`config.mk`:
```
export PLATFORM = sky130hd
export DESIGN_NAME = addcmp_unit
export DESIGN_NICKNAME = d
export VERILOG_FILES = /design/src/rtl/addcmp_pkg.sv /design/src/rtl/addcmp_adder.sv /design/src/rtl/addcmp_cond.sv /design/src/rtl/addcmp_crfan.sv /design/src/rtl/addcmp_unit.sv
export SDC_FILE = /design/constraint.sdc
export NUM_CORES = 1
export LEC_CHECK = 0
export BUFFER_PORTS_ARGS = -buffer_cell sky130_fd_sc_hd__buf_2
export CAP_MARGIN = 30
export CORE_ASPECT_RATIO = 1.75
export CORE_UTILIZATION = 45
export CTS_CLUSTER_DIAMETER = 40
export DETAILED_ROUTE_END_ITERATION = 16
export PLACE_DENSITY = 0.71
export SLEW_MARGIN = 20
export SYNTH_ARGS = -nofsm -noshare
export SYNTH_HDL_FRONTEND = slang
export SYNTH_SLANG_ARGS = --single-unit
export TNS_END_PERCENT = 5
```
`constraint.sdc`:
```
create_clock -name clk -period 1.05 [get_ports clk]
set_input_delay 0 -clock clk [delete_from_list [all_inputs] [get_ports clk]]
set_output_delay 0 -clock clk [all_outputs]
set_load 0.01 [all_outputs]
```
`src/rtl/addcmp_pkg.sv`:
```
package addcmp_pkg;
  localparam int unsigned DATA_W  = 64;
  localparam int unsigned NFIELD  = 8;

  typedef struct packed {
    logic lt;
    logic gt;
    logic eq;
    logic so;
  } crf_t;

  localparam int unsigned FIELD_W = $bits(crf_t);
endpackage

```
`src/rtl/addcmp_adder.sv`:
```
module addcmp_adder #(
  parameter int unsigned W = 64
) (
  input  logic [W-1:0] a,
  input  logic [W-1:0] b,
  input  logic         inv,
  input  logic         cin,
  output logic [W-1:0] sum,
  output logic         co_full,
  output logic         co_half,
  output logic         ov_full,
  output logic         ov_half
);
  localparam int unsigned H = W / 2;

  logic [W-1:0] a_eff;
  logic [W:0]   total;

  always_comb begin
    a_eff   = inv ? ~a : a;
    total   = {1'b0, a_eff} + {1'b0, b} + {{W{1'b0}}, cin};
    sum     = total[W-1:0];
    co_full = total[W];
    // carry into bit H recovered from the sum bit and its addends
    co_half = total[H] ^ a_eff[H] ^ b[H];
    ov_full = (a_eff[W-1] == b[W-1]) && (total[W-1] != a_eff[W-1]);
    ov_half = (a_eff[H-1] == b[H-1]) && (total[H-1] != a_eff[H-1]);
  end
endmodule

```
`src/rtl/addcmp_cond.sv`:
```
module addcmp_cond
  import addcmp_pkg::*;
#(
  parameter int unsigned W = 64
) (
  input  logic [W-1:0] a,
  input  logic [W-1:0] b,
  input  logic         wide,
  input  logic         sgn,
  input  logic         co_full,
  input  logic         co_half,
  input  logic         so,
  output crf_t         fld
);
  localparam int unsigned H = W / 2;

  logic eq_lo, eq_hi, same;
  logic top_a, top_b, a_lt;

  always_comb begin
    eq_lo = ~|(a[H-1:0] ^ b[H-1:0]);
    eq_hi = ~|(a[W-1:H] ^ b[W-1:H]);
    same  = eq_lo && (!wide || eq_hi);
    top_a = wide ? a[W-1] : a[H-1];
    top_b = wide ? b[W-1] : b[H-1];
    if (top_a != top_b) begin
      // order settled by the top bits alone
      a_lt = sgn ? top_a : ~top_a;
    end else begin
      // B - A produced no borrow, and the operands differ: A below B
      a_lt = wide ? co_full : co_half;
    end
    if (same) begin
      fld = '{lt: 1'b0, gt: 1'b0, eq: 1'b1, so: so};
    end else begin
      fld = '{lt: a_lt, gt: ~a_lt, eq: 1'b0, so: so};
    end
  end
endmodule

```
`src/rtl/addcmp_crfan.sv`:
```
module addcmp_crfan #(
  parameter int unsigned NF   = 8,
  parameter int unsigned FW   = 4,
  parameter int unsigned SELW = $clog2(NF)
) (
  input  logic [FW-1:0]    fld,
  input  logic [SELW-1:0]  sel,
  output logic [NF*FW-1:0] data,
  output logic [NF-1:0]    mask
);
  for (genvar g = 0; g < NF; g++) begin : g_nib
    assign data[g*FW +: FW] = fld;
    // field 0 is the most significant nibble
    assign mask[g] = (sel == SELW'(NF - 1 - g));
  end
endmodule

```
`src/rtl/addcmp_unit.sv`:
```
module addcmp_unit
  import addcmp_pkg::*;
#(
  parameter int unsigned XLEN = DATA_W,
  parameter int unsigned NF   = NFIELD,
  parameter int unsigned FW   = FIELD_W,
  parameter int unsigned SELW = $clog2(NF),
  parameter int unsigned CRW  = NF * FW
) (
  input  logic            clk,
  input  logic            rst_n,
  input  logic            in_valid,
  input  logic            op_cmp,
  input  logic [XLEN-1:0] opnd_a,
  input  logic [XLEN-1:0] opnd_b,
  input  logic            inv_a,
  input  logic            carry_in,
  input  logic            carry_en,
  input  logic            ov_en,
  input  logic            cmp_signed,
  input  logic            cmp_wide,
  input  logic [SELW-1:0] field_sel,
  input  logic            so_in,
  output logic            out_valid,
  output logic            sum_valid,
  output logic [XLEN-1:0] sum,
  output logic            ca,
  output logic            ca32,
  output logic            ca_upd,
  output logic            ov,
  output logic            ov32,
  output logic            ov_upd,
  output logic [CRW-1:0]  cr_data,
  output logic [NF-1:0]   cr_mask,
  output logic            cr_we
);
  logic            add_inv, add_cin;
  logic [XLEN-1:0] add_sum;
  logic            co_full, co_half, ovf_full, ovf_half;
  crf_t            fld;
  logic [CRW-1:0]  fan_data;
  logic [NF-1:0]   fan_mask;

  // a compare always forms B - A
  always_comb begin
    add_inv = op_cmp | inv_a;
    add_cin = op_cmp | carry_in;
  end

  addcmp_adder #(.W(XLEN)) u_adder (
    .a(opnd_a), .b(opnd_b), .inv(add_inv), .cin(add_cin),
    .sum(add_sum), .co_full(co_full), .co_half(co_half),
    .ov_full(ovf_full), .ov_half(ovf_half)
  );

  addcmp_cond #(.W(XLEN)) u_cond (
    .a(opnd_a), .b(opnd_b), .wide(cmp_wide), .sgn(cmp_signed),
    .co_full(co_full), .co_half(co_half), .so(so_in), .fld(fld)
  );

  addcmp_crfan #(.NF(NF), .FW(FW), .SELW(SELW)) u_fan (
    .fld(fld), .sel(field_sel), .data(fan_data), .mask(fan_mask)
  );

  // next-state for strobes
  logic nx_valid, nx_sum_valid, nx_ca_upd, nx_ov_upd, nx_cr_we;
  always_comb begin
    nx_valid     = in_valid;
    nx_sum_valid = in_valid & ~op_cmp;
    nx_ca_upd    = in_valid & ~op_cmp & carry_en;
    nx_ov_upd    = in_valid & ~op_cmp & ov_en;
    nx_cr_we     = in_valid & op_cmp;
  end

  always_ff @(posedge clk or negedge rst_n) begin
    if (!rst_n) begin
      out_valid <= 1'b0;
      sum_valid <= 1'b0;
      ca_upd    <= 1'b0;
      ov_upd    <= 1'b0;
      cr_we     <= 1'b0;
      sum       <= '0;
      ca        <= 1'b0;
      ca32      <= 1'b0;
      ov        <= 1'b0;
      ov32      <= 1'b0;
      cr_data   <= '0;
      cr_mask   <= '0;
    end else begin
      out_valid <= nx_valid;
      sum_valid <= nx_sum_valid;
      ca_upd    <= nx_ca_upd;
      ov_upd    <= nx_ov_upd;
      cr_we     <= nx_cr_we;
      if (in_valid) begin
        sum     <= add_sum;
        ca      <= co_full;
        ca32    <= co_half;
        ov      <= ovf_full;
        ov32    <= ovf_half;
        cr_data <= fan_data;
        cr_mask <= fan_mask;
      end
    end
  end


  latency_chk: assert property (@(posedge clk) disable iff (!rst_n)
    in_valid |=> out_valid);


  idle_quiet_chk: assert property (@(posedge clk) disable iff (!rst_n)
    !in_valid |=> (!out_valid && !sum_valid && !cr_we && !ca_upd && !ov_upd));


  cmp_no_flags_chk: assert property (@(posedge clk) disable iff (!rst_n)
    !(cr_we && (sum_valid || ca_upd || ov_upd)));


  mask_onehot_chk: assert property (@(posedge clk) disable iff (!rst_n)
    cr_we |-> $countones(cr_mask) == 1);


  cond_onehot_chk: assert property (@(posedge clk) disable iff (!rst_n)
    cr_we |-> $countones(cr_data[FW-1:1]) == 1);


  flag_add_only_chk: assert property (@(posedge clk) disable iff (!rst_n)
    (ca_upd || ov_upd) |-> sum_valid);
endmodule

```
==> results of run 1 <==
cells by family (layout without fill, tap and decap cells):
| group | Yosys count | in the layout | synth area share |
|---|---|---|---|
| AND/OR/NAND/NOR | 233 | 233 | 0.136 |
| other | 0 | 1 | 0 |
| adder cells (fa/ha/maj) | 65 | 65 | 0.0952 |
| AO/OA/AOI/OAI | 263 | 263 | 0.204 |
| multiplexers | 58 | 58 | 0.0750 |
| flip-flops | 85 | 85 | 0.245 |
| buffers and inverters | 95 | 664 | 0.0548 |
| XOR/XNOR | 188 | 188 | 0.191 |
registers in the layout, indices dropped and copies added, names as in the netlist:
| name | flops |
|---|---|
| ca | 1 |
| ca32 | 1 |
| ca_upd | 1 |
| cr_data | 4 |
| cr_mask | 8 |
| cr_we | 1 |
| out_valid | 1 |
| ov | 1 |
| ov32 | 1 |
| ov_upd | 1 |
| sum | 64 |
| sum_valid | 1 |
power breakdown:
group	switching (mW)	internal (mW)	leakage, nW
combinational	5.67	5.76	5.51
sequential	0.575	4.25	1.02
clock	1.61	1.69	0.135
total	7.85	11.7	6.66
per-stage QoR:
stage	cell area, µm²	util
6_report	13800	0.734
5_1_grt	13800	0.734
4_1_cts	13600	0.725
3_5_place_dp	12600	0.674
3_3_place_gp	12600	0.674
2_1_floorplan	8820	-
path summary, 6_finish.rpt:
| path | cells past startpoint | slack (ns) | end |
|---|---|---|---|
| max | 20 | -2.02 | ov$_DFFE_PN0P_ |
| min | 2 | 0.02 | out_valid$_DFF_PN0_ |
| max reg2reg | 1 | 0.23 | sum[50]$_DFFE_PN0P_ |
| min reg2reg | 1 | 0.50 | cr_mask[4]$_DFFE_PN0P_ |
| max in group asynchronous | 3 | 0.26 | sum[52]$_DFFE_PN0P_ |
| min in group asynchronous | 3 | 0.17 | sum[29]$_DFFE_PN0P_ |
repair_timing:
item | CTS | global route
endpoints found under the hold margin | 98 | 0
hold buffers | 10 | 0
setup endpoints to repair | 86 | 86
gates cloned | 3 | 0
pin swaps | 54 | 12
resized for setup | 91 | 37
buffers inserted | 17 | 1
placed cells by master (no fill, tap or decap), types with 10 or more instances in the layout:
cell,count
sky130_fd_sc_hd__a21oi_2,20
sky130_fd_sc_hd__nand3_1,13
sky130_fd_sc_hd__dlygate4sd3_1,10
sky130_fd_sc_hd__buf_12,13
sky130_fd_sc_hd__xor2_1,52
sky130_fd_sc_hd__nor2_1,38
sky130_fd_sc_hd__nand2_1,67
sky130_fd_sc_hd__ha_1,60
sky130_fd_sc_hd__dfrtp_1,82
sky130_fd_sc_hd__buf_2,251
sky130_fd_sc_hd__a21oi_1,68
sky130_fd_sc_hd__nor3_1,12
sky130_fd_sc_hd__o21ai_1,17
sky130_fd_sc_hd__buf_4,332
sky130_fd_sc_hd__inv_1,24
sky130_fd_sc_hd__nand4_1,30
sky130_fd_sc_hd__o21bai_1,15
sky130_fd_sc_hd__buf_6,13
sky130_fd_sc_hd__xnor2_1,125
sky130_fd_sc_hd__o21ai_0,16
sky130_fd_sc_hd__mux2_2,52
sky130_fd_sc_hd__nor4_1,10
sky130_fd_sc_hd__a21o_1,38
cell usage after synthesis (3+ instances only):
cell type                   count
sky130_fd_sc_hd__o21ai_0       37
sky130_fd_sc_hd__xor2_1        53
sky130_fd_sc_hd__o32ai_1        3
sky130_fd_sc_hd__o21a_1         8
sky130_fd_sc_hd__inv_1         24
sky130_fd_sc_hd__buf_4         30
sky130_fd_sc_hd__o221ai_1       4
sky130_fd_sc_hd__xnor2_1      134
sky130_fd_sc_hd__or3_1          3
sky130_fd_sc_hd__o21ai_1        3
sky130_fd_sc_hd__mux2_2        57
sky130_fd_sc_hd__buf_2          6
sky130_fd_sc_hd__ha_1          63
sky130_fd_sc_hd__nand2_1       70
sky130_fd_sc_hd__dfrtp_1       85
sky130_fd_sc_hd__or3b_2         3
sky130_fd_sc_hd__nor2b_1        5
sky130_fd_sc_hd__o2bb2ai_1      7
sky130_fd_sc_hd__a211oi_1       6
sky130_fd_sc_hd__o31ai_1        6
sky130_fd_sc_hd__buf_1         10
sky130_fd_sc_hd__or4_1          3
sky130_fd_sc_hd__nor2_1        44
sky130_fd_sc_hd__o31a_1         3
sky130_fd_sc_hd__nand4_1       30
sky130_fd_sc_hd__and3_1         8
sky130_fd_sc_hd__a21oi_1       89
sky130_fd_sc_hd__and2_1         5
sky130_fd_sc_hd__nor4_1        11
sky130_fd_sc_hd__o21bai_1      16
sky130_fd_sc_hd__nand3b_1       3
sky130_fd_sc_hd__nand2b_1       9
sky130_fd_sc_hd__and4_1         3
sky130_fd_sc_hd__a31oi_1        9
sky130_fd_sc_hd__nor3_1        14
sky130_fd_sc_hd__nand3_1       14
sky130_fd_sc_hd__a21o_1        38
sky130_fd_sc_hd__clkbuf_1      25
area by class of cell:
class / count / area share
Multi-Input combinational cell: 807 / 0.478
Antenna cell: 1 / 0.000182
Inverter: 24 / 0.00655
Clock inverter: 6 / 0.00337
Tap cell: 238 / 0.0217
Timing Repair Buffer: 624 / 0.318
Sequential cell: 85 / 0.155
Clock buffer: 10 / 0.0174
per-layer routing:
layer,track usage,share of wire
met1,0.346,0.34
met2,0.656,0.53
met3,0.0560,0.052
met4,0.284,0.081
met5,0,0
==> impl_table.tex, run 1 <==
\begin{tabular}{lr}
\hline
Metric & Value \\
\hline
\multicolumn{2}{l}{\textbf{Critical path}} \\
Type of the worst setup path & primary input to register \\
Worst endpoint data arrival time & around 3.3 ns \\
CP max FO & 6 \\
Source of the critical timing path & op\_cmp \\
Chain of cells forming the critical path & buf\_6, nor2\_4, buf\_12, buf\_8, buf\_12, buf\_16, xnor2\_1, ha\_1, nand2\_2, nor2\_2, and3\_4, a21boi\_2, buf\_12, o41ai\_4, a21boi\_4, buf\_4, o31a\_1, a31oi\_4, xnor2\_2, o31ai\_2 \\
Critical path's largest stage delay & about 0.42 ns \\
CP Capture Type & register \\
Dominant delay contributor by cell family on the critical path & compound AO/OA/AOI/OAI gates \\
Req. time, crit path & about 1.3 ns \\
Most Frequent Cell on Critical Path & sky130\_fd\_sc\_hd\_\_buf\_12 \\
Number of buffers and inverters on the critical path & 7 \\
R2R Path Start & sum[50]\$\_DFFE\_PN0P\_ \\
Startpoint type of the worst setup path & primary input \\
Critical-path cell with the highest stage delay & sky130\_fd\_sc\_hd\_\_ha\_1 \\
\multicolumn{2}{l}{\textbf{Min path}} \\
Min-Delay Path Class & primary input to register \\
Worst hold start & in\_valid \\
\multicolumn{2}{l}{\textbf{Timing}} \\
Number of hold violations in the final report & 0 \\
Period utilisation layout & 2.93 \\
Final Setup Violations & 70 \\
Worst hold slack & 0.0209 ns \\
RSZ-0062 raised after global routing & true \\
Final critical-path setup slack & -2.02 ns \\
Worst rel slew slack & 0.562 \\
Final-report max-slew violation count & 0 \\
Setup TNS & -110.06 ns \\
Shortest clock period the worst path allows after layout & 3.07 ns \\
Actual transition at the worst max-transition pin & 0.655 ns \\
Maximum frequency from static timing analysis & 325 MHz \\
Final clock skew & 0 ns \\
\multicolumn{2}{l}{\textbf{CTS}} \\
Master cell of the clock root buffer & sky130\_fd\_sc\_hd\_\_clkbuf\_16 \\
H-tree lvl count & 3 \\
Clock Pin Slew Worst Setup and Hold Paths & approximately 0.07 ns \\
Clk sinks & 85 \\
Number of buffers created by CTS & 9 \\
Worst-skew pair later-pin latency & around 0.35 ns \\
Largest buffer count on any clock path & 2 \\
CTS tree & done \\
\multicolumn{2}{l}{\textbf{Placed design}} \\
Setup Slack @ Placement & -2.52 ns \\
Weighted congestion reported at the end of routability-driven placement & about 1 \\
Count of buffers inserted at the top-level ports & 254 \\
Post-detail-place hpwl & about 28000 µm \\
Placed cell count & around 1.7k \\
\multicolumn{2}{l}{\textbf{Layout}} \\
Storage element area & 0.00213 mm² \\
Ratio of cells with drive above 1 in the final layout & 0.506 \\
\# nets final & $\sim$1.8k \\
Final instance count without filler cells & about 1.8k \\
Multi-input gate area in the final layout & around 0.0066 mm² \\
Fillcell total & around 1.4k \\
Synth-to-layout area growth & 58.1\% \\
\multicolumn{2}{l}{\textbf{Synthesis}} \\
Yosys warning count & 0 \\
Synth unique cells & between 70 and 80 \\
Number of instances in the synthesized netlist & 987 \\
Number of flip-flops and latches in the synthesized netlist & 85 \\
Flip-flop cell with the highest count after synthesis & sky130\_fd\_sc\_hd\_\_dfrtp\_1 \\
Mean Syn Cell Area & $\sim$9 µm² \\
Async set-or-reset flop fraction in the synthesized netlist & 1.00 \\
Largest area contributor in the netlist & sky130\_fd\_sc\_hd\_\_dfrtp\_1 \\
Area of the mapped netlist & $\sim$0.0087 mm² \\
Share of the synthesized area in the top cell type & 0.245 \\
Post-synthesis sequential area ratio & 0.245 \\
Cell types occupying the most area after synthesis & sky130\_fd\_sc\_hd\_\_dfrtp\_1 (24\%), sky130\_fd\_sc\_hd\_\_xnor2\_1 (13\%), sky130\_fd\_sc\_hd\_\_ha\_1 (9.1\%) \\
Number of nets produced by synthesis & about 1.2k \\
Count of flip-flops with a built-in enable after synthesis & 0 \\
\multicolumn{2}{l}{\textbf{Status}} \\
Failing checks & negative setup slack \\
Status & finished with violations \\
\multicolumn{2}{l}{\textbf{Global route}} \\
Number of antenna violations at the first check in global routing & 0 \\
Global Route Usage Sum & 0.355 \\
Wire length of the first global-routing pass & between 50000 and 60000 µm \\
Sum of overflow across all layers after global routing & 0 \\
Number of global-route vias before repair & slightly above 10k \\
Largest net degree at the start of global routing & 51 \\
\multicolumn{2}{l}{\textbf{Route}} \\
Via count & roughly 10k \\
Post-route antenna net violation count & 0 \\
Number of optimization iterations in the first detailed-route pass & 5 \\
Average vias per placed instance & 5.59 \\
Initial detailed-routing violation count & 512 \\
Final WL & between 30000 and 40000 µm \\
Post-route DRC violation count & 0 \\
WL per Instance & 19.9 µm \\
\multicolumn{2}{l}{\textbf{Floorplanning}} \\
Die outline width & 107 µm \\
DIE AREA & 0.0199 mm² \\
\# IOs & around 260 \\
Core Box Area & 0.0187 mm² \\
Placement Rows & between 60 and 70 \\
Vert. Die Dim & around 190 µm \\
Initial core utilization & 0.464 \\
\multicolumn{2}{l}{\textbf{Power}} \\
Overall power consumption & around 20 mW \\
Cell Pwr Density & about 1400 mW/mm² \\
Leakage Power & between 6 and 7 nW \\
Worst IR Drop VDD & 871 µV \\
\multicolumn{2}{l}{\textbf{Flow run}} \\
Max-cap violations & 0 \\
\hline
\end{tabular}
No activity file was read; power rests on OpenSTA's default activity.
==> inputs of run 2 (changes only) <==
--- a/config.mk
+++ b/config.mk
@@ -5,15 +5,16 @@
 export SDC_FILE = /design/constraint.sdc
 export NUM_CORES = 1
 export LEC_CHECK = 0
-export BUFFER_PORTS_ARGS = -buffer_cell sky130_fd_sc_hd__buf_2
+export BUFFER_PORTS_ARGS = -buffer_cell sky130_fd_sc_hd__clkbuf_2
 export CAP_MARGIN = 30
 export CORE_ASPECT_RATIO = 1.75
 export CORE_UTILIZATION = 45
 export CTS_CLUSTER_DIAMETER = 40
 export DETAILED_ROUTE_END_ITERATION = 16
-export PLACE_DENSITY = 0.71
+export PLACE_DENSITY = 0.7
 export SLEW_MARGIN = 20
 export SYNTH_ARGS = -nofsm -noshare
 export SYNTH_HDL_FRONTEND = slang
+export SYNTH_HIERARCHICAL = 1
 export SYNTH_SLANG_ARGS = --single-unit
 export TNS_END_PERCENT = 5
==> run 2 against run 1 <==
The flow still finishes with violations (negative setup slack). Core utilization down 4.4 points. Sequential cell count grew 28. Design area up 7.8%. First-iteration DRC count is 8.0% lower. Maximum frequency fell by 22%. Die area is 13% higher. Worst setup slack lost 0.87 ns. Synthesized cell count rose by 4.8%. Total power increased by 21%. Clock power grew 82%. Highest routed layer unchanged.
==> impl_table.tex, run 2 <==
\begin{tabular}{lr}
\hline
Metric & Value \\
\hline
\multicolumn{2}{l}{\textbf{Layout}} \\
Storage element area & 0.00283 mm² (+33\%) \\
Fillcell total & 1678 (+19\%) \\
Most used cells in the layout excluding fill and tap cells & sky130\_fd\_sc\_hd\_\_buf\_4 (353), sky130\_fd\_sc\_hd\_\_clkbuf\_2 (251), sky130\_fd\_sc\_hd\_\_xor2\_1 (148) \\
Multi-input gate area in the final layout & 0.00681 mm² (+3.5\%) \\
Most common cell after layout, fill and taps aside & sky130\_fd\_sc\_hd\_\_buf\_4 \\
Number of antenna cells inserted & 0 (-1) \\
Top register by number of flip-flops & sum \\
Core Util, Final & 0.690 (-0.0438) \\
Biggest regs & sum: 64 flops, cr\_data: 32 flops, cr\_mask: 8 flops \\
\# nets final & 1799 (+2.3\%) \\
Max reg flops & 64 (unchanged) \\
Synth-to-layout area growth & 50.7\% \\
Ratio of cells with drive above 1 in the final layout & 0.520 (+0.0132) \\
\multicolumn{2}{l}{\textbf{Floorplanning}} \\
\# IOs & 255 (unchanged) \\
Placement Rows & 71 (+7.6\%) \\
DIE AREA & 0.0225 mm² (+13\%) \\
Initial core utilization & 0.458 (-0.00621) \\
Core Box Area & 0.0215 mm² (+15\%) \\
Die outline width & 114 µm (+6.3\%) \\
Vert. Die Dim & 198 µm (+6.3\%) \\
\multicolumn{2}{l}{\textbf{Critical path}} \\
Req. time, crit path & 1.37 ns (+0.06 ns) \\
Setup slack of the most critical reg-to-reg path & 0.26 ns (+0.03 ns) \\
Capture instance of the worst register-to-register path & cr\_mask[5]\$\_DFFE\_PN0P\_ \\
R2R Path Start & cr\_mask[5]\$\_DFFE\_PN0P\_ \\
Worst endpoint data arrival time & 4.27 ns (+0.93 ns) \\
Type of the worst setup path & primary input to register \\
CP Capture Type & register \\
Startpoint type of the worst setup path & primary input \\
Number of cell instances on the worst register-to-register path & 1 (unchanged) \\
CP max FO & 8 (+2) \\
\multicolumn{2}{l}{\textbf{Placed design}} \\
Weighted congestion reported at the end of routability-driven placement & 0.966 (-0.63\%) \\
Count of buffers inserted at the top-level ports & 254 (unchanged) \\
Post-detail-place hpwl & 27500 µm (-1.1\%) \\
Setup Slack @ Placement & -3.37 ns (-0.844 ns) \\
\multicolumn{2}{l}{\textbf{Power}} \\
Proportion of power drawn by the clock network & 0.253 (+0.084) \\
Total internal power & 15.0 mW (+28\%) \\
Worst IR Drop VDD & 924 µV (+6.1\%) \\
Net Switching & 8.67 mW (+10\%) \\
Switching power share of the total & 0.367 (-0.0349) \\
Leakage Power & 7.47 nW (+12\%) \\
Cell Pwr Density & 1590 mW/mm² (+12\%) \\
Gate power share & 0.480 (-0.104) \\
Overall power consumption & 23.6 mW (+21\%) \\
Reg power frac & 0.266 (+0.019) \\
\multicolumn{2}{l}{\textbf{Global route}} \\
Met2 global-route usage & 0.594 (-0.0620) \\
Global Route Usage Sum & 0.311 (-0.0443) \\
Met3 track demand over resource & 0.0512 (-0.00478) \\
Number of antenna violations at the first check in global routing & 0 (unchanged) \\
Sum of overflow across all layers after global routing & 0 (unchanged) \\
Largest net degree at the start of global routing & 53 (+3.9\%) \\
Grt peak-use layer & met2 \\
Number of global-route vias before repair & 10.6k (+1.7\%) \\
Met1 Track Usage GR & 0.300 (-0.0462) \\
Wire length of the first global-routing pass & 52900 µm (-1.1\%) \\
\multicolumn{2}{l}{\textbf{Timing}} \\
Worst hold slack & 0.0213 ns (+0.000430 ns) \\
RSZ-0062 raised after global routing & true \\
Final clock skew & 0 ns (unchanged) \\
Final-report max-slew violation count & 0 (unchanged) \\
Actual transition at the worst max-transition pin & 0.582 ns (-0.0724 ns) \\
Number of hold violations in the final report & 0 (unchanged) \\
Final Setup Violations & 91 (+30\%) \\
Final critical-path setup slack & -2.90 ns (-0.872 ns) \\
Shortest clock period the worst path allows after layout & 3.95 ns (+0.872 ns) \\
Period utilisation layout & 3.76 (+0.830) \\
Maximum frequency from static timing analysis & 253 MHz (-22\%) \\
Setup TNS & -163.96 ns (-53.90 ns) \\
Worst rel slew slack & 0.608 (+0.0457) \\
\multicolumn{2}{l}{\textbf{Route}} \\
Via count & 10.2k (+1.5\%) \\
Post-route DRC violation count & 0 (unchanged) \\
Post-route antenna net violation count & 0 (unchanged) \\
Final WL & 34800 µm (-2.7\%) \\
Initial detailed-routing violation count & 471 (-8.0\%) \\
Number of optimization iterations in the first detailed-route pass & 5 (unchanged) \\
WL per Instance & 18.3 µm (-7.9\%) \\
Average vias per placed instance & 5.37 (-3.9\%) \\
\multicolumn{2}{l}{\textbf{CTS}} \\
Master cell of the clock root buffer & sky130\_fd\_sc\_hd\_\_clkbuf\_16 \\
CTS tree & done \\
Number of buffers created by CTS & 17 (+8) \\
Clock Pin Slew Worst Setup and Hold Paths & 0.06 ns (about the same) \\
H-tree lvl count & 4 (+1) \\
Worst-skew pair later-pin latency & 0.44 ns (+0.09 ns) \\
Clk sinks & 113 (+33\%) \\
Largest buffer count on any clock path & 2 (unchanged) \\
\multicolumn{2}{l}{\textbf{Synthesis}} \\
Async set-or-reset flop fraction in the synthesized netlist & 1.00 (unchanged) \\
Synth unique cells & 75 (+4.2\%) \\
Cell types occupying the most area after synthesis & sky130\_fd\_sc\_hd\_\_dfrtp\_1 (29\%), sky130\_fd\_sc\_hd\_\_xor2\_1 (13\%), sky130\_fd\_sc\_hd\_\_mux2\_2 (12\%) \\
Number of instances in the synthesized netlist & 1034 (+4.8\%) \\
Largest area contributor in the netlist & sky130\_fd\_sc\_hd\_\_dfrtp\_1 \\
Number of flip-flops and latches in the synthesized netlist & 113 (+33\%) \\
Dominant cell by count in the synthesized netlist & sky130\_fd\_sc\_hd\_\_xor2\_1 \\
Most frequent cells after synthesis & sky130\_fd\_sc\_hd\_\_xor2\_1 (148), sky130\_fd\_sc\_hd\_\_dfrtp\_1 (113), sky130\_fd\_sc\_hd\_\_mux2\_2 (108) \\
Number of nets produced by synthesis & 1241 (+3.9\%) \\
Area of the mapped netlist & 0.00984 mm² (+13\%) \\
Count of flip-flops with a built-in enable after synthesis & 0 (unchanged) \\
Yosys warning count & 6 (+6) \\
Mean Syn Cell Area & 9.52 µm² (+8.0\%) \\
Flip-flop cell with the highest count after synthesis & sky130\_fd\_sc\_hd\_\_dfrtp\_1 \\
Post-synthesis sequential area ratio & 0.287 (+0.0428) \\
Share of the synthesized area in the top cell type & 0.287 (+0.0428) \\
\multicolumn{2}{l}{\textbf{Status}} \\
Status & finished with violations \\
Failing checks & negative setup slack \\
\multicolumn{2}{l}{\textbf{Min path}} \\
Min-Delay Path Class & primary input to async pin \\
\multicolumn{2}{l}{\textbf{Flow run}} \\
Max-cap violations & 0 (unchanged) \\
\hline
\end{tabular}
run 2: cell count changes in the layout (fill, tap and decap cells not counted), moves of 8 or more:
cell,before,now
sky130_fd_sc_hd__a21oi_2,20,10
sky130_fd_sc_hd__buf_12,13,4
sky130_fd_sc_hd__buf_2,251,0
sky130_fd_sc_hd__buf_4,332,353
sky130_fd_sc_hd__buf_6,13,4
sky130_fd_sc_hd__clkbuf_16,9,18
sky130_fd_sc_hd__clkbuf_2,0,251
sky130_fd_sc_hd__dfrtp_1,82,113
sky130_fd_sc_hd__mux2_2,52,97
sky130_fd_sc_hd__o21ai_0,16,24
sky130_fd_sc_hd__xnor2_1,125,42
sky130_fd_sc_hd__xor2_1,52,148
run 2: stage by stage:
stage / cell area, µm² / std cells
after floorplan: 9920 / 1034
after global placement: 13700 / 1844
after detailed placement: 13700 / 1844
after CTS: 14600 / 1893
after global routing: 14800 / 1897
final: 14800 / 1897
run 2: worst max path at each step:
stage | cells past startpoint | to | from
finish | 20 | cr_data[26]$_DFFE_PN0P_ | op_cmp
global route | 20 | cr_data[26]$_DFFE_PN0P_ | op_cmp
CTS | 20 | cr_data[26]$_DFFE_PN0P_ | op_cmp
detailed placement | 20 | cr_data[26]$_DFFE_PN0P_ | op_cmp
global placement | 20 | cr_data[6]$_DFFE_PN0P_ | op_cmp
floorplan | 22 | cr_data[10]$_DFFE_PN0P_ | inv_a
run 2: routing by layer:
metal,wire length [µm],up-vias
met4,2360,0
li1,-,4784
met1,12000,4846
met3,1740,136
met2,18700,417
met5,0,-
run 2: cells by family (layout without fill, tap and decap cells):
family | after synthesis | count (layout) | share of synthesized area
buffers and inverters | 104 | 675 | 0.0613
multiplexers | 111 | 111 | 0.129
adder cells (fa/ha/maj) | 65 | 65 | 0.0842
XOR/XNOR | 193 | 193 | 0.172
AO/OA/AOI/OAI | 235 | 235 | 0.156
flip-flops | 113 | 113 | 0.287
AND/OR/NAND/NOR | 213 | 213 | 0.110
run 2: power groups by stage:
stage	clock (mW)	combinational (mW)	sequential, mW
finish	5.99	11.4	6.29
global route	6.28	12.2	6.44
CTS	6.15	11.0	6.30
detailed placement	0	10.6	6.37
global placement	0	10.4	6.30
floorplan	0	5.14	6.88
run 2: critical path: stages:
cell	delay (ns)
sky130_fd_sc_hd__clkbuf_16	0.13
sky130_fd_sc_hd__or2_4	0.26
sky130_fd_sc_hd__xnor2_2	0.15
sky130_fd_sc_hd__fa_2	0.36
sky130_fd_sc_hd__fa_2	0.39
sky130_fd_sc_hd__nor2b_4	0.14
sky130_fd_sc_hd__o2111ai_2	0.14
sky130_fd_sc_hd__a21bo_2	0.28
sky130_fd_sc_hd__a211oi_4	0.33
sky130_fd_sc_hd__o21ai_4	0.12
sky130_fd_sc_hd__o41ai_4	0.40
sky130_fd_sc_hd__o21ai_2	0.11
sky130_fd_sc_hd__o21ai_2	0.19
sky130_fd_sc_hd__nand3_2	0.11
sky130_fd_sc_hd__a21oi_2	0.16
sky130_fd_sc_hd__mux2i_2	0.11
sky130_fd_sc_hd__a221o_1	0.38
sky130_fd_sc_hd__nand2_2	0.11
sky130_fd_sc_hd__o22ai_4	0.10
sky130_fd_sc_hd__mux2_2	0.28
run 2: what timing repair did:
action / CTS / global route
resized for setup: 51 / 38
setup endpoints to repair: 92 / 101
endpoints found under the hold margin: 130 / 0
setup buffers: 9 / 4
pin swaps: 15 / 9
hold buffers: 8 / 0
run 2: cell type report:
type / instances / share of cell area
clock buffer: 18 / 0.0296
timing repair buffer: 621 / 0.279
clock inverter: 14 / 0.0111
tap: 292 / 0.0246
multi-input combinational: 817 / 0.459
inverter: 22 / 0.00557
sequential: 113 / 0.191
==> inputs of run 3 (changes only) <==
--- a/config.mk
+++ b/config.mk
@@ -7,7 +7,6 @@
 export LEC_CHECK = 0
 export BUFFER_PORTS_ARGS = -buffer_cell sky130_fd_sc_hd__clkbuf_2
 export CAP_MARGIN = 30
-export CORE_ASPECT_RATIO = 1.75
 export CORE_UTILIZATION = 45
 export CTS_CLUSTER_DIAMETER = 40
 export DETAILED_ROUTE_END_ITERATION = 16
==> run 3 against run 2 <==
The flow still finishes with violations (negative setup slack). Final cell count down 0.90%. Clock skew unchanged. Sequential power about the same. Total power down 1.4%. First-iteration DRC count up 40%. Maximum frequency up 4.8%. Critical endpoint is now cr_data[30]$_DFFE_PN0P_. Largest power group unchanged.
==> impl_table.tex, run 3 (synthesis results as in run 2) <==
\begin{tabular}{lr}
\hline
Metric & Value \\
\hline
\multicolumn{2}{l}{\textbf{Status}} \\
Status & finished with violations \\
Failing checks & negative setup slack \\
\multicolumn{2}{l}{\textbf{Layout}} \\
Core Util, Final & 0.701 (+0.0112) \\
Synth-to-layout area growth & 51.2\% \\
Fillcell total & 1622 (-3.3\%) \\
Ratio of cells with drive above 1 in the final layout & 0.531 (+0.0113) \\
Top register by number of flip-flops & sum \\
Max reg flops & 64 (unchanged) \\
Biggest regs & sum: 64 flops, cr\_data: 32 flops, cr\_mask: 8 flops \\
Most used cells in the layout excluding fill and tap cells & sky130\_fd\_sc\_hd\_\_buf\_4 (349), sky130\_fd\_sc\_hd\_\_clkbuf\_2 (251), sky130\_fd\_sc\_hd\_\_xor2\_1 (144) \\
\# nets final & 1797 (-0.11\%) \\
Most common cell after layout, fill and taps aside & sky130\_fd\_sc\_hd\_\_buf\_4 \\
\multicolumn{2}{l}{\textbf{Global route}} \\
Global Route Usage Sum & 0.296 (-0.0154) \\
Largest net degree at the start of global routing & 52 (-1.9\%) \\
Number of global-route vias before repair & 10.1k (-3.9\%) \\
Number of antenna violations at the first check in global routing & 2 (+2) \\
Wire length of the first global-routing pass & 51600 µm (-2.5\%) \\
Sum of overflow across all layers after global routing & 0 (unchanged) \\
\multicolumn{2}{l}{\textbf{Route}} \\
Average vias per placed instance & 5.35 (-0.30\%) \\
Post-route antenna net violation count & 0 (unchanged) \\
Post-route DRC violation count & 0 (unchanged) \\
WL per Instance & 18.1 µm (-1.4\%) \\
Initial detailed-routing violation count & 659 (+40\%) \\
Number of optimization iterations in the first detailed-route pass & 5 (unchanged) \\
Via count & 10.1k (-1.2\%) \\
Final WL & 34000 µm (-2.3\%) \\
\multicolumn{2}{l}{\textbf{Power}} \\
Cell Pwr Density & 1570 mW/mm² (-1.7\%) \\
Proportion of power drawn by the clock network & 0.238 (-0.015) \\
Switching power share of the total & 0.379 (+0.0123) \\
Gate power share & 0.491 (+0.011) \\
Net Switching & 8.83 mW (+1.9\%) \\
Leakage Power & 7.42 nW (-0.68\%) \\
Worst IR Drop VDD & 1070 µV (+15\%) \\
Overall power consumption & 23.3 mW (-1.4\%) \\
Total internal power & 14.5 mW (-3.4\%) \\
Reg power frac & 0.271 (+0.005) \\
\multicolumn{2}{l}{\textbf{Timing}} \\
Final clock skew & 0 ns (unchanged) \\
Actual transition at the worst max-transition pin & 0.608 ns (+0.0257 ns) \\
Final-report max-slew violation count & 0 (unchanged) \\
Final Setup Violations & 91 (unchanged) \\
RSZ-0062 raised after global routing & true \\
Period utilisation layout & 3.59 (-0.171) \\
Maximum frequency from static timing analysis & 265 MHz (+4.8\%) \\
Worst rel slew slack & 0.595 (-0.0130) \\
Shortest clock period the worst path allows after layout & 3.77 ns (-0.180 ns) \\
Final critical-path setup slack & -2.72 ns (+0.180 ns) \\
Number of hold violations in the final report & 0 (unchanged) \\
\multicolumn{2}{l}{\textbf{Floorplanning}} \\
\# IOs & 255 (unchanged) \\
Placement Rows & 53 (-25\%) \\
Initial core utilization & 0.464 (+0.00599) \\
DIE AREA & 0.0225 mm² (-0.10\%) \\
Vert. Die Dim & 150 µm (-24\%) \\
Die outline width & 150 µm (+32\%) \\
Core Box Area & 0.0212 mm² (-1.3\%) \\
\multicolumn{2}{l}{\textbf{Critical path}} \\
CP max FO & 8 (unchanged) \\
Worst endpoint data arrival time & 4.06 ns (-0.21 ns) \\
CP Capture Type & register \\
Req. time, crit path & 1.35 ns (-0.02 ns) \\
Capture instance of the worst register-to-register path & ov32\$\_DFFE\_PN0P\_ \\
Startpoint type of the worst setup path & primary input \\
Type of the worst setup path & primary input to register \\
Number of cell instances on the worst register-to-register path & 1 (unchanged) \\
R2R Path Start & ov32\$\_DFFE\_PN0P\_ \\
Setup slack of the most critical reg-to-reg path & 0.22 ns (-0.04 ns) \\
\multicolumn{2}{l}{\textbf{CTS}} \\
Clk sinks & 113 (unchanged) \\
Largest buffer count on any clock path & 2 (unchanged) \\
Worst-skew pair later-pin latency & 0.43 ns (about the same) \\
Master cell of the clock root buffer & sky130\_fd\_sc\_hd\_\_clkbuf\_16 \\
CTS tree & done \\
Number of buffers created by CTS & 17 (unchanged) \\
H-tree lvl count & 4 (unchanged) \\
Clock Pin Slew Worst Setup and Hold Paths & 0.06 ns (about the same) \\
\multicolumn{2}{l}{\textbf{Placed design}} \\
Post-detail-place hpwl & 26500 µm (-3.6\%) \\
Weighted congestion reported at the end of routability-driven placement & 0.958 (-0.85\%) \\
Count of buffers inserted at the top-level ports & 254 (unchanged) \\
\multicolumn{2}{l}{\textbf{Min path}} \\
Min-Delay Path Class & primary input to async pin \\
\multicolumn{2}{l}{\textbf{Flow run}} \\
Max-cap violations & 0 (unchanged) \\
\hline
\end{tabular}
run 3: changes by cell type in the layout (fill, tap and decap cells not counted), sizes merged:
cell / before / now
dlymetal6s4s: 3 / 1
clkinv: 2 / 4
clkbuf: 270 / 268
diode: 0 / 2
inv: 30 / 31
bufinv: 2 / 0
dlygate4sd3: 5 / 6
run 3: worst max-delay path by stage:
stage	start	end	slack, ns	cells past startpoint
floorplan	inv_a	cr_data[10]$_DFFE_PN0P_	-3.09	22
global placement	inv_a	cr_data[18]$_DFFE_PN0P_	-2.93	20
detailed placement	inv_a	cr_data[26]$_DFFE_PN0P_	-3.04	20
CTS	inv_a	cr_data[26]$_DFFE_PN0P_	-2.59	20
global route	inv_a	cr_data[26]$_DFFE_PN0P_	-2.85	20
finish	inv_a	cr_data[30]$_DFFE_PN0P_	-2.72	20
run 3: power groups by stage:
stage | logic (mW) | registers [mW] | clock network (mW)
final | 11.4 | 6.31 | 5.55
after global routing | 12.3 | 6.47 | 5.85
after detailed placement | 10.5 | 6.37 | 0
after CTS | 10.9 | 6.31 | 5.64
after floorplan | 5.14 | 6.88 | 0
after global placement | 10.4 | 6.31 | 0
run 3: per-layer routing:
| metal | global-route usage | wire length [µm] | vias up |
|---|---|---|---|
| met3 | 0.0530 | 1850 | 87 |
| met4 | 0.137 | 1460 | 0 |
| met5 | 0 | 0 | - |
| met1 | 0.363 | 14400 | 4807 |
| met2 | 0.500 | 16300 | 382 |
| li1 | - | - | 4785 |
run 3: layout make-up:
| cell class | instances | area, µm² | share of cell area |
|---|---|---|---|
| Multi-Input combinational cell | 817 | 6940 | 0.467 |
| Inverter | 22 | 82.6 | 0.00555 |
| Sequential cell | 113 | 2830 | 0.190 |
| Timing Repair Buffer | 619 | 4120 | 0.277 |
| Tap cell | 275 | 344 | 0.0231 |
| Antenna cell | 2 | 5.00 | 0.000336 |
| Clock buffer | 17 | 425 | 0.0286 |
| Clock inverter | 15 | 124 | 0.00833 |
run 3: through the flow:
stage	hold slack [ns]	setup WS (ns)	TNS, ns	instances	instance area (µm²)
floorplan	-0.296	-3.09	-178.38	1034	9920
global placement	-0.000423	-2.93	-194.88	1835	13700
detailed placement	0.00686	-3.04	-199.35	1835	13700
CTS	0.0457	-2.59	-153.80	1876	14500
global route	0.104	-2.85	-166.00	1880	14900
finish	0.0875	-2.72	-157.72	1880	14900
run 3: repair_timing:
item	in CTS	in global routing
setup buffers	2	2
pin swaps	16	17
endpoints found under the setup margin	91	92
hold buffers	7	0
resized for setup	47	62
hold endpoints to repair	126	0
run 3: worst max-delay path: stages:
cell,delay (ns)
sky130_fd_sc_hd__clkbuf_2,0.08
sky130_fd_sc_hd__or2_4,0.28
sky130_fd_sc_hd__xnor2_2,0.15
sky130_fd_sc_hd__fa_2,0.36
sky130_fd_sc_hd__fa_2,0.38
sky130_fd_sc_hd__nor2b_4,0.13
sky130_fd_sc_hd__o2111ai_2,0.12
sky130_fd_sc_hd__a21bo_2,0.27
sky130_fd_sc_hd__a211oi_4,0.27
sky130_fd_sc_hd__o21ai_2,0.11
sky130_fd_sc_hd__o41ai_2,0.39
sky130_fd_sc_hd__o21ai_2,0.11
sky130_fd_sc_hd__o21ai_2,0.15
sky130_fd_sc_hd__nand3_1,0.10
sky130_fd_sc_hd__a21oi_2,0.17
sky130_fd_sc_hd__mux2i_2,0.12
sky130_fd_sc_hd__a221o_1,0.37
sky130_fd_sc_hd__nand2_2,0.12
sky130_fd_sc_hd__o22ai_4,0.11
sky130_fd_sc_hd__mux2_2,0.28
